===== config.mk =====
export PLATFORM = sky130hd
export DESIGN_NAME = sector_ecc_engine
export DESIGN_NICKNAME = d
export VERILOG_FILES = /design/src/rtl/ecc_pkg.sv /design/src/rtl/ecc_parity_acc.sv /design/src/rtl/ecc_syndrome_class.sv /design/src/rtl/ecc_result_merge.sv /design/src/rtl/sector_ecc_engine.sv
export SDC_FILE = /design/constraint.sdc
export NUM_CORES = 1
export LEC_CHECK = 0
export BUFFER_PORTS_ARGS = -buffer_cell sky130_fd_sc_hd__buf_4
export CAP_MARGIN = 15
export CORE_ASPECT_RATIO = 1.5
export CORE_MARGIN = 8
export CORE_UTILIZATION = 57
export DETAILED_ROUTE_END_ITERATION = 8
export PLACE_DENSITY = 0.81
export SLEW_MARGIN = 25
export SYNTH_ARGS = -nofsm -noshare
export SYNTH_HDL_FRONTEND = slang
export SYNTH_SLANG_ARGS = --single-unit
export TNS_END_PERCENT = 20

===== constraint.sdc =====
create_clock -name clk -period 4 [get_ports clk]
set_clock_uncertainty 0.15 [all_clocks]
set_input_delay 0.6 -clock clk [delete_from_list [all_inputs] [get_ports clk]]
set_output_delay 0.6 -clock clk [all_outputs]
set_load 0.01 [all_outputs]

===== src/rtl/ecc_pkg.sv =====
package ecc_pkg;

  typedef enum logic [1:0] {
    ST_CLEAN   = 2'b00,
    ST_FIXED   = 2'b01,
    ST_FATAL   = 2'b10,
    ST_INVALID = 2'b11
  } ecc_status_e;

  typedef enum logic [1:0] {
    CL_NONE  = 2'b00,
    CL_DATA  = 2'b01,
    CL_CODE  = 2'b10,
    CL_MULTI = 2'b11
  } syn_class_e;

endpackage


===== src/rtl/ecc_parity_acc.sv =====
module ecc_parity_acc #(
  parameter int DATA_W = 16,
  parameter int IDX_W  = 8
) (
  input  logic                               clk,
  input  logic                               rst_n,
  input  logic                               clr_i,
  input  logic                               en_i,
  input  logic [IDX_W-1:0]                   idx_i,
  input  logic [DATA_W-1:0]                  data_i,
  output logic [2*(IDX_W+$clog2(DATA_W))-1:0] code_o
);

  localparam int BIT_W = $clog2(DATA_W);

  logic [IDX_W-1:0] ev_w_q, od_w_q, ev_w_nx, od_w_nx, ev_w_d, od_w_d;
  logic [BIT_W-1:0] ev_b_q, od_b_q, ev_b_nx, od_b_nx, ev_b_d, od_b_d;
  logic [BIT_W-1:0][DATA_W-1:0] hi_sel;
  logic word_par;

  assign word_par = ^data_i;

  for (genvar k = 0; k < IDX_W; k++) begin : g_widx
    assign ev_w_nx[k] = ev_w_q[k] ^ (word_par & ~idx_i[k]);
    assign od_w_nx[k] = od_w_q[k] ^ (word_par &  idx_i[k]);
  end

  for (genvar j = 0; j < BIT_W; j++) begin : g_bidx
    for (genvar i = 0; i < DATA_W; i++) begin : g_sel
      assign hi_sel[j][i] = (((i >> j) & 1) != 0);
    end
    assign od_b_nx[j] = od_b_q[j] ^ (^(data_i &  hi_sel[j]));
    assign ev_b_nx[j] = ev_b_q[j] ^ (^(data_i & ~hi_sel[j]));
  end

  always_comb begin
    ev_w_d = ev_w_q;
    od_w_d = od_w_q;
    ev_b_d = ev_b_q;
    od_b_d = od_b_q;
    if (clr_i) begin
      ev_w_d = '0;
      od_w_d = '0;
      ev_b_d = '0;
      od_b_d = '0;
    end else if (en_i) begin
      ev_w_d = ev_w_nx;
      od_w_d = od_w_nx;
      ev_b_d = ev_b_nx;
      od_b_d = od_b_nx;
    end
  end

  always_ff @(posedge clk or negedge rst_n) begin
    if (!rst_n) begin
      ev_w_q <= '0;
      od_w_q <= '0;
      ev_b_q <= '0;
      od_b_q <= '0;
    end else begin
      ev_w_q <= ev_w_d;
      od_w_q <= od_w_d;
      ev_b_q <= ev_b_d;
      od_b_q <= od_b_d;
    end
  end

  assign code_o = {od_b_q, ev_b_q, od_w_q, ev_w_q};

  a_r11_clear_zero: assert property (@(posedge clk) disable iff (!rst_n)
    clr_i |=> (code_o == '0));

  a_r11_hold_idle: assert property (@(posedge clk) disable iff (!rst_n)
    (!clr_i && !en_i) |=> $stable(code_o));

endmodule


===== src/rtl/ecc_syndrome_class.sv =====
module ecc_syndrome_class
  import ecc_pkg::*;
#(
  parameter int IDX_W = 8,
  parameter int BIT_W = 4
) (
  input  logic [2*(IDX_W+BIT_W)-1:0] stored_i,
  input  logic [2*(IDX_W+BIT_W)-1:0] calc_i,
  output syn_class_e                 cls_o,
  output logic [IDX_W-1:0]           word_o,
  output logic [BIT_W-1:0]           bit_o
);

  localparam int CW = 2*(IDX_W+BIT_W);

  logic [CW-1:0]    syn;
  logic [IDX_W-1:0] sw_ev, sw_od;
  logic [BIT_W-1:0] sb_ev, sb_od;
  logic             pairs_split;
  logic             one_bit;

  assign syn   = stored_i ^ calc_i;
  assign sw_ev = syn[IDX_W-1:0];
  assign sw_od = syn[2*IDX_W-1:IDX_W];
  assign sb_ev = syn[2*IDX_W+BIT_W-1:2*IDX_W];
  assign sb_od = syn[CW-1:2*IDX_W+BIT_W];

  assign pairs_split = (&(sw_ev ^ sw_od)) && (&(sb_ev ^ sb_od));
  assign one_bit     = (syn != '0) && ((syn & (syn - CW'(1))) == '0);

  always_comb begin
    cls_o  = CL_NONE;
    word_o = '0;
    bit_o  = '0;
    if (syn == '0) begin
      cls_o = CL_NONE;
    end else if (pairs_split) begin
      cls_o  = CL_DATA;
      word_o = sw_od;
      bit_o  = sb_od;
    end else if (one_bit) begin
      cls_o = CL_CODE;
    end else begin
      cls_o = CL_MULTI;
    end
  end

endmodule


===== src/rtl/ecc_result_merge.sv =====
module ecc_result_merge
  import ecc_pkg::*;
#(
  parameter int WORD_W     = 16,
  parameter int MAIN_WORDS = 256,
  parameter int MAIN_IDX_W = 8,
  parameter int SP_IDX_W   = 1,
  parameter int BIT_W      = 4,
  parameter int POS_W      = 9
) (
  input  logic                  prog_i,
  input  logic                  byp_i,
  input  syn_class_e            main_cls_i,
  input  logic [MAIN_IDX_W-1:0] main_word_i,
  input  logic [BIT_W-1:0]      main_bit_i,
  input  syn_class_e            sp_cls_i,
  input  logic [SP_IDX_W-1:0]   sp_word_i,
  input  logic [BIT_W-1:0]      sp_bit_i,
  output ecc_status_e           status_o,
  output logic [POS_W-1:0]      pos_o,
  output logic [BIT_W-1:0]      bit_o,
  output logic [WORD_W-1:0]     mask_o
);

  logic main_hit, sp_hit;

  assign main_hit = (main_cls_i != CL_NONE);
  assign sp_hit   = (sp_cls_i != CL_NONE);

  always_comb begin
    status_o = ST_CLEAN;
    pos_o    = '0;
    bit_o    = '0;
    mask_o   = '0;
    if (byp_i) begin
      status_o = ST_INVALID;
    end else if (prog_i) begin
      status_o = ST_CLEAN;
    end else if ((main_cls_i == CL_MULTI) || (sp_cls_i == CL_MULTI) ||
                 (main_hit && sp_hit)) begin
      status_o = ST_FATAL;
    end else if (main_cls_i == CL_DATA) begin
      status_o = ST_FIXED;
      pos_o    = POS_W'(main_word_i);
      bit_o    = main_bit_i;
      mask_o   = WORD_W'(1) << main_bit_i;
    end else if (sp_cls_i == CL_DATA) begin
      status_o = ST_FIXED;
      pos_o    = POS_W'(MAIN_WORDS) + POS_W'(sp_word_i);
      bit_o    = sp_bit_i;
      mask_o   = WORD_W'(1) << sp_bit_i;
    end else if (main_hit || sp_hit) begin
      status_o = ST_FIXED;
    end
  end

endmodule


===== src/rtl/sector_ecc_engine.sv =====
module sector_ecc_engine
  import ecc_pkg::*;
#(
  parameter int WORD_W      = 16,
  parameter int MAIN_WORDS  = 256,
  parameter int SPARE_WORDS = 2
) (
  input  logic                                                clk,
  input  logic                                                rst_n,
  input  logic                                                sector_start_i,
  input  logic                                                prog_mode_i,
  input  logic                                                bypass_i,
  input  logic                                                word_valid_i,
  input  logic [WORD_W-1:0]                                   word_i,
  input  logic                                                sector_done_i,
  input  logic [2*($clog2(MAIN_WORDS)+$clog2(WORD_W))-1:0]    stored_main_i,
  input  logic [2*(((SPARE_WORDS>1)?$clog2(SPARE_WORDS):1)+$clog2(WORD_W))-1:0] stored_spare_i,
  output logic                                                done_o,
  output logic [1:0]                                          status_o,
  output logic [$clog2(MAIN_WORDS+SPARE_WORDS)-1:0]           err_word_o,
  output logic [$clog2(WORD_W)-1:0]                           err_bit_o,
  output logic [WORD_W-1:0]                                   flip_mask_o,
  output logic [2*($clog2(MAIN_WORDS)+$clog2(WORD_W))-1:0]    main_code_o,
  output logic [2*(((SPARE_WORDS>1)?$clog2(SPARE_WORDS):1)+$clog2(WORD_W))-1:0] spare_code_o,
  output logic                                                code_wr_o
);

  localparam int BIT_W      = $clog2(WORD_W);
  localparam int MAIN_IDX_W = $clog2(MAIN_WORDS);
  localparam int SP_IDX_W   = (SPARE_WORDS > 1) ? $clog2(SPARE_WORDS) : 1;
  localparam int TOTAL      = MAIN_WORDS + SPARE_WORDS;
  localparam int CNT_W      = $clog2(TOTAL + 1);
  localparam int POS_W      = $clog2(TOTAL);
  localparam int MCODE_W    = 2*(MAIN_IDX_W + BIT_W);
  localparam int SCODE_W    = 2*(SP_IDX_W + BIT_W);

  // reset: asynchronous assert, synchronous release
  logic [1:0] rst_pipe_q;
  logic       rst_sync_n;

  always_ff @(posedge clk or negedge rst_n) begin
    if (!rst_n) rst_pipe_q <= '0;
    else        rst_pipe_q <= {rst_pipe_q[0], 1'b1};
  end
  assign rst_sync_n = rst_pipe_q[1];

  // sector framing state
  logic [CNT_W-1:0] cnt_q, cnt_d, sp_off;
  logic             prog_q, prog_d, byp_q, byp_d;
  logic             in_main, in_spare, main_en, sp_en;

  assign in_main  = (cnt_q < CNT_W'(MAIN_WORDS));
  assign in_spare = !in_main && (cnt_q < CNT_W'(TOTAL));
  assign main_en  = word_valid_i && !sector_start_i && !byp_q && in_main;
  assign sp_en    = word_valid_i && !sector_start_i && !byp_q && in_spare;
  assign sp_off   = cnt_q - CNT_W'(MAIN_WORDS);

  always_comb begin
    cnt_d  = cnt_q;
    prog_d = prog_q;
    byp_d  = byp_q;
    if (sector_start_i) begin
      cnt_d  = '0;
      prog_d = prog_mode_i;
      byp_d  = bypass_i;
    end else if (word_valid_i && (cnt_q < CNT_W'(TOTAL))) begin
      cnt_d = cnt_q + CNT_W'(1);
    end
  end

  always_ff @(posedge clk or negedge rst_sync_n) begin
    if (!rst_sync_n) begin
      cnt_q  <= '0;
      prog_q <= 1'b0;
      byp_q  <= 1'b0;
    end else begin
      cnt_q  <= cnt_d;
      prog_q <= prog_d;
      byp_q  <= byp_d;
    end
  end

  // parity accumulators
  logic [MCODE_W-1:0] main_calc;
  logic [SCODE_W-1:0] sp_calc;

  ecc_parity_acc #(.DATA_W(WORD_W), .IDX_W(MAIN_IDX_W)) u_main_acc (
    .clk    (clk),
    .rst_n  (rst_sync_n),
    .clr_i  (sector_start_i),
    .en_i   (main_en),
    .idx_i  (cnt_q[MAIN_IDX_W-1:0]),
    .data_i (word_i),
    .code_o (main_calc)
  );

  ecc_parity_acc #(.DATA_W(WORD_W), .IDX_W(SP_IDX_W)) u_spare_acc (
    .clk    (clk),
    .rst_n  (rst_sync_n),
    .clr_i  (sector_start_i),
    .en_i   (sp_en),
    .idx_i  (sp_off[SP_IDX_W-1:0]),
    .data_i (word_i),
    .code_o (sp_calc)
  );

  // syndrome classification
  syn_class_e            main_cls, sp_cls;
  logic [MAIN_IDX_W-1:0] main_word;
  logic [SP_IDX_W-1:0]   sp_word;
  logic [BIT_W-1:0]      main_bit, sp_bit;

  ecc_syndrome_class #(.IDX_W(MAIN_IDX_W), .BIT_W(BIT_W)) u_main_cls (
    .stored_i (stored_main_i),
    .calc_i   (main_calc),
    .cls_o    (main_cls),
    .word_o   (main_word),
    .bit_o    (main_bit)
  );

  ecc_syndrome_class #(.IDX_W(SP_IDX_W), .BIT_W(BIT_W)) u_spare_cls (
    .stored_i (stored_spare_i),
    .calc_i   (sp_calc),
    .cls_o    (sp_cls),
    .word_o   (sp_word),
    .bit_o    (sp_bit)
  );

  ecc_status_e       st_nx;
  logic [POS_W-1:0]  pos_nx;
  logic [BIT_W-1:0]  bit_nx;
  logic [WORD_W-1:0] mask_nx;

  ecc_result_merge #(
    .WORD_W     (WORD_W),
    .MAIN_WORDS (MAIN_WORDS),
    .MAIN_IDX_W (MAIN_IDX_W),
    .SP_IDX_W   (SP_IDX_W),
    .BIT_W      (BIT_W),
    .POS_W      (POS_W)
  ) u_merge (
    .prog_i      (prog_q),
    .byp_i       (byp_q),
    .main_cls_i  (main_cls),
    .main_word_i (main_word),
    .main_bit_i  (main_bit),
    .sp_cls_i    (sp_cls),
    .sp_word_i   (sp_word),
    .sp_bit_i    (sp_bit),
    .status_o    (st_nx),
    .pos_o       (pos_nx),
    .bit_o       (bit_nx),
    .mask_o      (mask_nx)
  );

  // result registers, loaded on sector_done
  logic               done_q, wr_q, wr_d;
  ecc_status_e        st_q;
  logic [POS_W-1:0]   pos_q;
  logic [BIT_W-1:0]   bit_q;
  logic [WORD_W-1:0]  mask_q;
  logic [MCODE_W-1:0] mcode_q, mcode_d;
  logic [SCODE_W-1:0] scode_q, scode_d;

  always_comb begin
    wr_d    = 1'b0;
    mcode_d = stored_main_i;
    scode_d = stored_spare_i;
    if (prog_q) begin
      wr_d    = !byp_q;
      mcode_d = byp_q ? '0 : main_calc;
      scode_d = byp_q ? '0 : sp_calc;
    end
  end

  always_ff @(posedge clk or negedge rst_sync_n) begin
    if (!rst_sync_n) begin
      done_q  <= 1'b0;
      wr_q    <= 1'b0;
      st_q    <= ST_CLEAN;
      pos_q   <= '0;
      bit_q   <= '0;
      mask_q  <= '0;
      mcode_q <= '0;
      scode_q <= '0;
    end else begin
      done_q <= sector_done_i;
      wr_q   <= sector_done_i && wr_d;
      if (sector_done_i) begin
        st_q    <= st_nx;
        pos_q   <= pos_nx;
        bit_q   <= bit_nx;
        mask_q  <= mask_nx;
        mcode_q <= mcode_d;
        scode_q <= scode_d;
      end
    end
  end

  assign done_o      = done_q;
  assign code_wr_o   = wr_q;
  assign status_o    = st_q;
  assign err_word_o  = pos_q;
  assign err_bit_o   = bit_q;
  assign flip_mask_o = mask_q;
  assign main_code_o = mcode_q;
  assign spare_code_o = scode_q;

  a_r3_done_single: assert property (@(posedge clk) disable iff (!rst_sync_n)
    (done_o && !sector_done_i) |=> !done_o);

  a_r4_forward_stored: assert property (@(posedge clk) disable iff (!rst_sync_n)
    (sector_done_i && !prog_q) |=>
      (main_code_o == $past(stored_main_i)) && (spare_code_o == $past(stored_spare_i)));

  a_r5_mask_onehot: assert property (@(posedge clk) disable iff (!rst_sync_n)
    $onehot0(flip_mask_o));

  a_r5_mask_needs_fix: assert property (@(posedge clk) disable iff (!rst_sync_n)
    (flip_mask_o != '0) |-> (status_o == ST_FIXED));

  a_r9_bypass_no_fix: assert property (@(posedge clk) disable iff (!rst_sync_n)
    (done_o && byp_q) |-> ((flip_mask_o == '0) && (status_o == ST_INVALID)));

  a_r10_no_write_bypass: assert property (@(posedge clk) disable iff (!rst_sync_n)
    code_wr_o |-> (!byp_q && prog_q && done_o));

endmodule


==> impl_metrics.toml <==
[placement]
portBuffers = 123
gp_congestion = 0.9244
dp_worst_setup_slack_ns = 0.7507
dp_hpwl_um = 14640

[power_and_ir_drop]
switchingPower_mw = 1.132
combPwrFrac_pct = 21.8
p_seq_share_pct = 36.7
power_density_nw_per_um2 = 418.3
power_switching_share_pct = 32.00
power_mw = 3.537
leakagePower_nw = 3.532
clkPwrFrac_pct = 41.5
p_int_mw = 2.405
peakVddDrop_mv = 0.2949

[final_layout]
syn_to_final_growth_pct = 24.59
fin_nets = 922
fill_cells = 917
drive_gt1_share_pct = 20.34
fin_util_pct = 71.46
n_antenna_cell = 0

[floorplan]
core_sq_um = 11830
pin_count = 124
die_height_um = 149.6
start_util_pct = 57.35
dieWidth_um = 105.1
rows = 49
die_area_sq_um = 15730

[route]
drt_drc_violations_left = 0
final_antenna_net_count = 0
drt-wirelength-per-cell_um = 19.54
routed_wl_um = 20080
dr.pass1.iters = 5
vias = 6191
viasPerCell = 6.022
drt_iter0_markers = 379

[synthesis]
yosysMostFrequentCell = "dfrtp_1"
yosysTopAreaCellShare_pct = 42.04
synthFlopType = "dfrtp_1"
syn_area_per_cell_sq_um = 9.122
synth_seq_cells = 114
syn_area_sq_um = 6787
synthMuxAreaShare_pct = 0.7743
synth_warnings = 0
synth_area_leaders = "dfrtp_1 42%, xnor2_1 12%, o221ai_1 4.3%, xor2_1 3.9%, o21a_1 3.7%"
yosysSeqAreaShare_pct = 42.04
syn_nets = 804
synth_xor_area_share_pct = 16.10
synth_top_area_cell = "dfrtp_1"
synth_edf_count = 0
postSynthCellCount = 744
synth-compound-area-share_pct = 18.07
synthSimpleGateAreaFrac_pct = 16.61
synthAdderAreaFrac_pct = 0.9956
ys_types = 49
synthArstFlopShare_pct = 100.0
synth_common_cells = "114 x dfrtp_1, 91 x xnor2_1, 56 x inv_1"
synth_top_family_by_area = "compound AO/OA/AOI/OAI gates"

[sta]
setup_viol = 0
hold_viol_final = 0
setup-tns-final_ns = 0
fin_ws_ns = 0.9445
rsz0062_at_grt = "false"
relSlewSlack_pct = 44.55
min_period_ns = 3.055
fin_crit_sh_pct = 76.39
timing.fmax_ghz = 0.3273
worst_slew_pin_slew_ns = 0.8290
slew_viol_final = 0

[job]
max_cap_violations = 0

[cts]
cts_resized = 0
ctsHtreeMaxLevel = 4
cts_sinks = 114
postCtsHoldBufs = 1
cts_buffers = 17
clk_path_buf_depth = 2
clock-root-buffer = "clkbuf_16"
clk_pin_slew_ns = 0.06
cts_setup_buffers = 0
clk_latency_ns = 0.42
cts_tree = "built"

[worst_setup_path]
r2r_end = "flip_mask_o[11]$_DFFE_PN0P_"
critical_path.max_fanout = 8
critPathLaunchType = "register"
setup.worst_path.class = "register to register"
r2r_cells = 7
cp.arrival_ns = 3.23
critPathCaptureType = "register"
reg2reg_slack_ns = 0.94
rr_startpoint = "u_main_acc.od_w_q[6]$_DFFE_PN0P_"
cp_data_required_time_ns = 4.17

[grt]
grt_use_total_pct = 25.53
grt-ovfl-total = 0
antenna_found_initial = 0
grt_pass1_vias = 6323
grt_start_max_net_pins = 87
grt_pass1_wl_um = 32180

[min_path]
holdCritPathClass = "register to asynchronous set/reset pin"

[run_status]
status = "finished clean"
cell families after synthesis:
| group | Yosys count |
|---|---|
| AND/OR/NAND/NOR | 225 |
| AO/OA/AOI/OAI | 176 |
| XOR/XNOR | 123 |
| flip-flops | 114 |
| buffers and inverters | 94 |
| adder cells (fa/ha/maj) | 6 |
| multiplexers | 5 |
| other | 1 |
layer usage:
layer  routed length, um  GRT usage, %  vias to the layer above
li1                    -             -                     2871
met1                7597         27.81                     3018
met2               10560         45.74                      243
met3                1152         5.603                       59
met4                 772         12.69                        0
met5                   0             0                        -
state kept, by name, summed over array words and instances, names as in the netlist:
signal	count
byp_q	1
cnt_q	9
code_wr_o	1
done_o	1
err_bit_o	4
err_word_o	9
flip_mask_o	16
main_code_o	24
prog_q	1
rst_pipe_q	2
spare_code_o	10
status_o	2
u_main_acc.ev_b_q	4
u_main_acc.ev_w_q	8
u_main_acc.od_b_q	4
u_main_acc.od_w_q	8
u_spare_acc.ev_b_q	4
u_spare_acc.ev_w_q	1
u_spare_acc.od_b_q	4
u_spare_acc.od_w_q	1
power groups by stage:
stage	combinational (mW)	sequential, mW	clock (mW)
2_1_floorplan	0.459	1.32	0
3_3_place_gp	0.722	1.32	0
3_5_place_dp	0.742	1.33	0
4_1_cts	0.749	1.31	1.48
5_1_grt	0.826	1.31	1.54
6_report	0.769	1.30	1.47
metrics by stage:
step	cells	hold WS, ns	instance area [sq um]
2_1_floorplan	744	0.1544	6787
3_3_place_gp	994	0.1879	7843
3_5_place_dp	994	0.1895	7843
4_1_cts	1027	0.2033	8428
5_1_grt	1028	0.1997	8456
6_report	1028	0.1452	8456
cell type report:
| cell class | count | area [sq um] | share of cell area [%] |
|---|---|---|---|
| Multi-Input combinational cell | 536 | 3570 | 42.22 |
| Sequential cell | 114 | 2858 | 33.80 |
| Timing Repair Buffer | 137 | 1051 | 12.43 |
| Clock buffer | 17 | 425.4 | 5.031 |
| Inverter | 56 | 210.2 | 2.486 |
| Tap cell | 153 | 191.4 | 2.264 |
| Clock inverter | 15 | 150.1 | 1.776 |
how the worst max path moves through the flow:
stage | slack [ns] | cells after the start | from | to
after detailed placement | 0.75 | 8 | stored_main_i[0] | status_o[1]$_DFFE_PN0P_
after global placement | 0.80 | 8 | stored_main_i[0] | status_o[1]$_DFFE_PN0P_
after CTS | 1.00 | 7 | u_main_acc.ev_w_q[0]$_DFFE_PN0P_ | status_o[1]$_DFFE_PN0P_
after global routing | 0.67 | 7 | u_main_acc.od_b_q[0]$_DFFE_PN0P_ | flip_mask_o[10]$_DFFE_PN0P_
final | 0.94 | 7 | u_main_acc.od_w_q[6]$_DFFE_PN0P_ | flip_mask_o[11]$_DFFE_PN0P_
after floorplan | 0.44 | 0 | rst_pipe_q[1]$_DFF_PN0_ | byp_q$_DFFE_PN0P_
cell usage in the layout, fill, tap and decap left out, types with 12 or more instances in the layout:
master,synthesis,layout
buf_4,0,135
dfrtp_1,114,112
xnor2_1,91,91
inv_1,56,56
nor2_1,52,52
nand2_1,50,50
o221ai_1,33,33
o21a_1,33,33
xor2_1,30,30
o21ai_0,27,27
a21oi_1,25,25
nor3_1,24,24
nand3_1,23,23
nor4_1,17,17
o22ai_1,17,17
clkbuf_16,0,17
or3_1,15,15
nand2b_1,12,12
worst max-delay path: stages, from the launching register on:
cell and delay (ns):
dfrtp_1 0.44, xnor2_1 0.62, xnor2_1 0.18, nor4_1 0.34, nand3_1 0.39, mux2i_1 0.37
nand2_1 0.20, o31ai_1 0.28
Note: power is estimated with default switching activity, not from simulation.
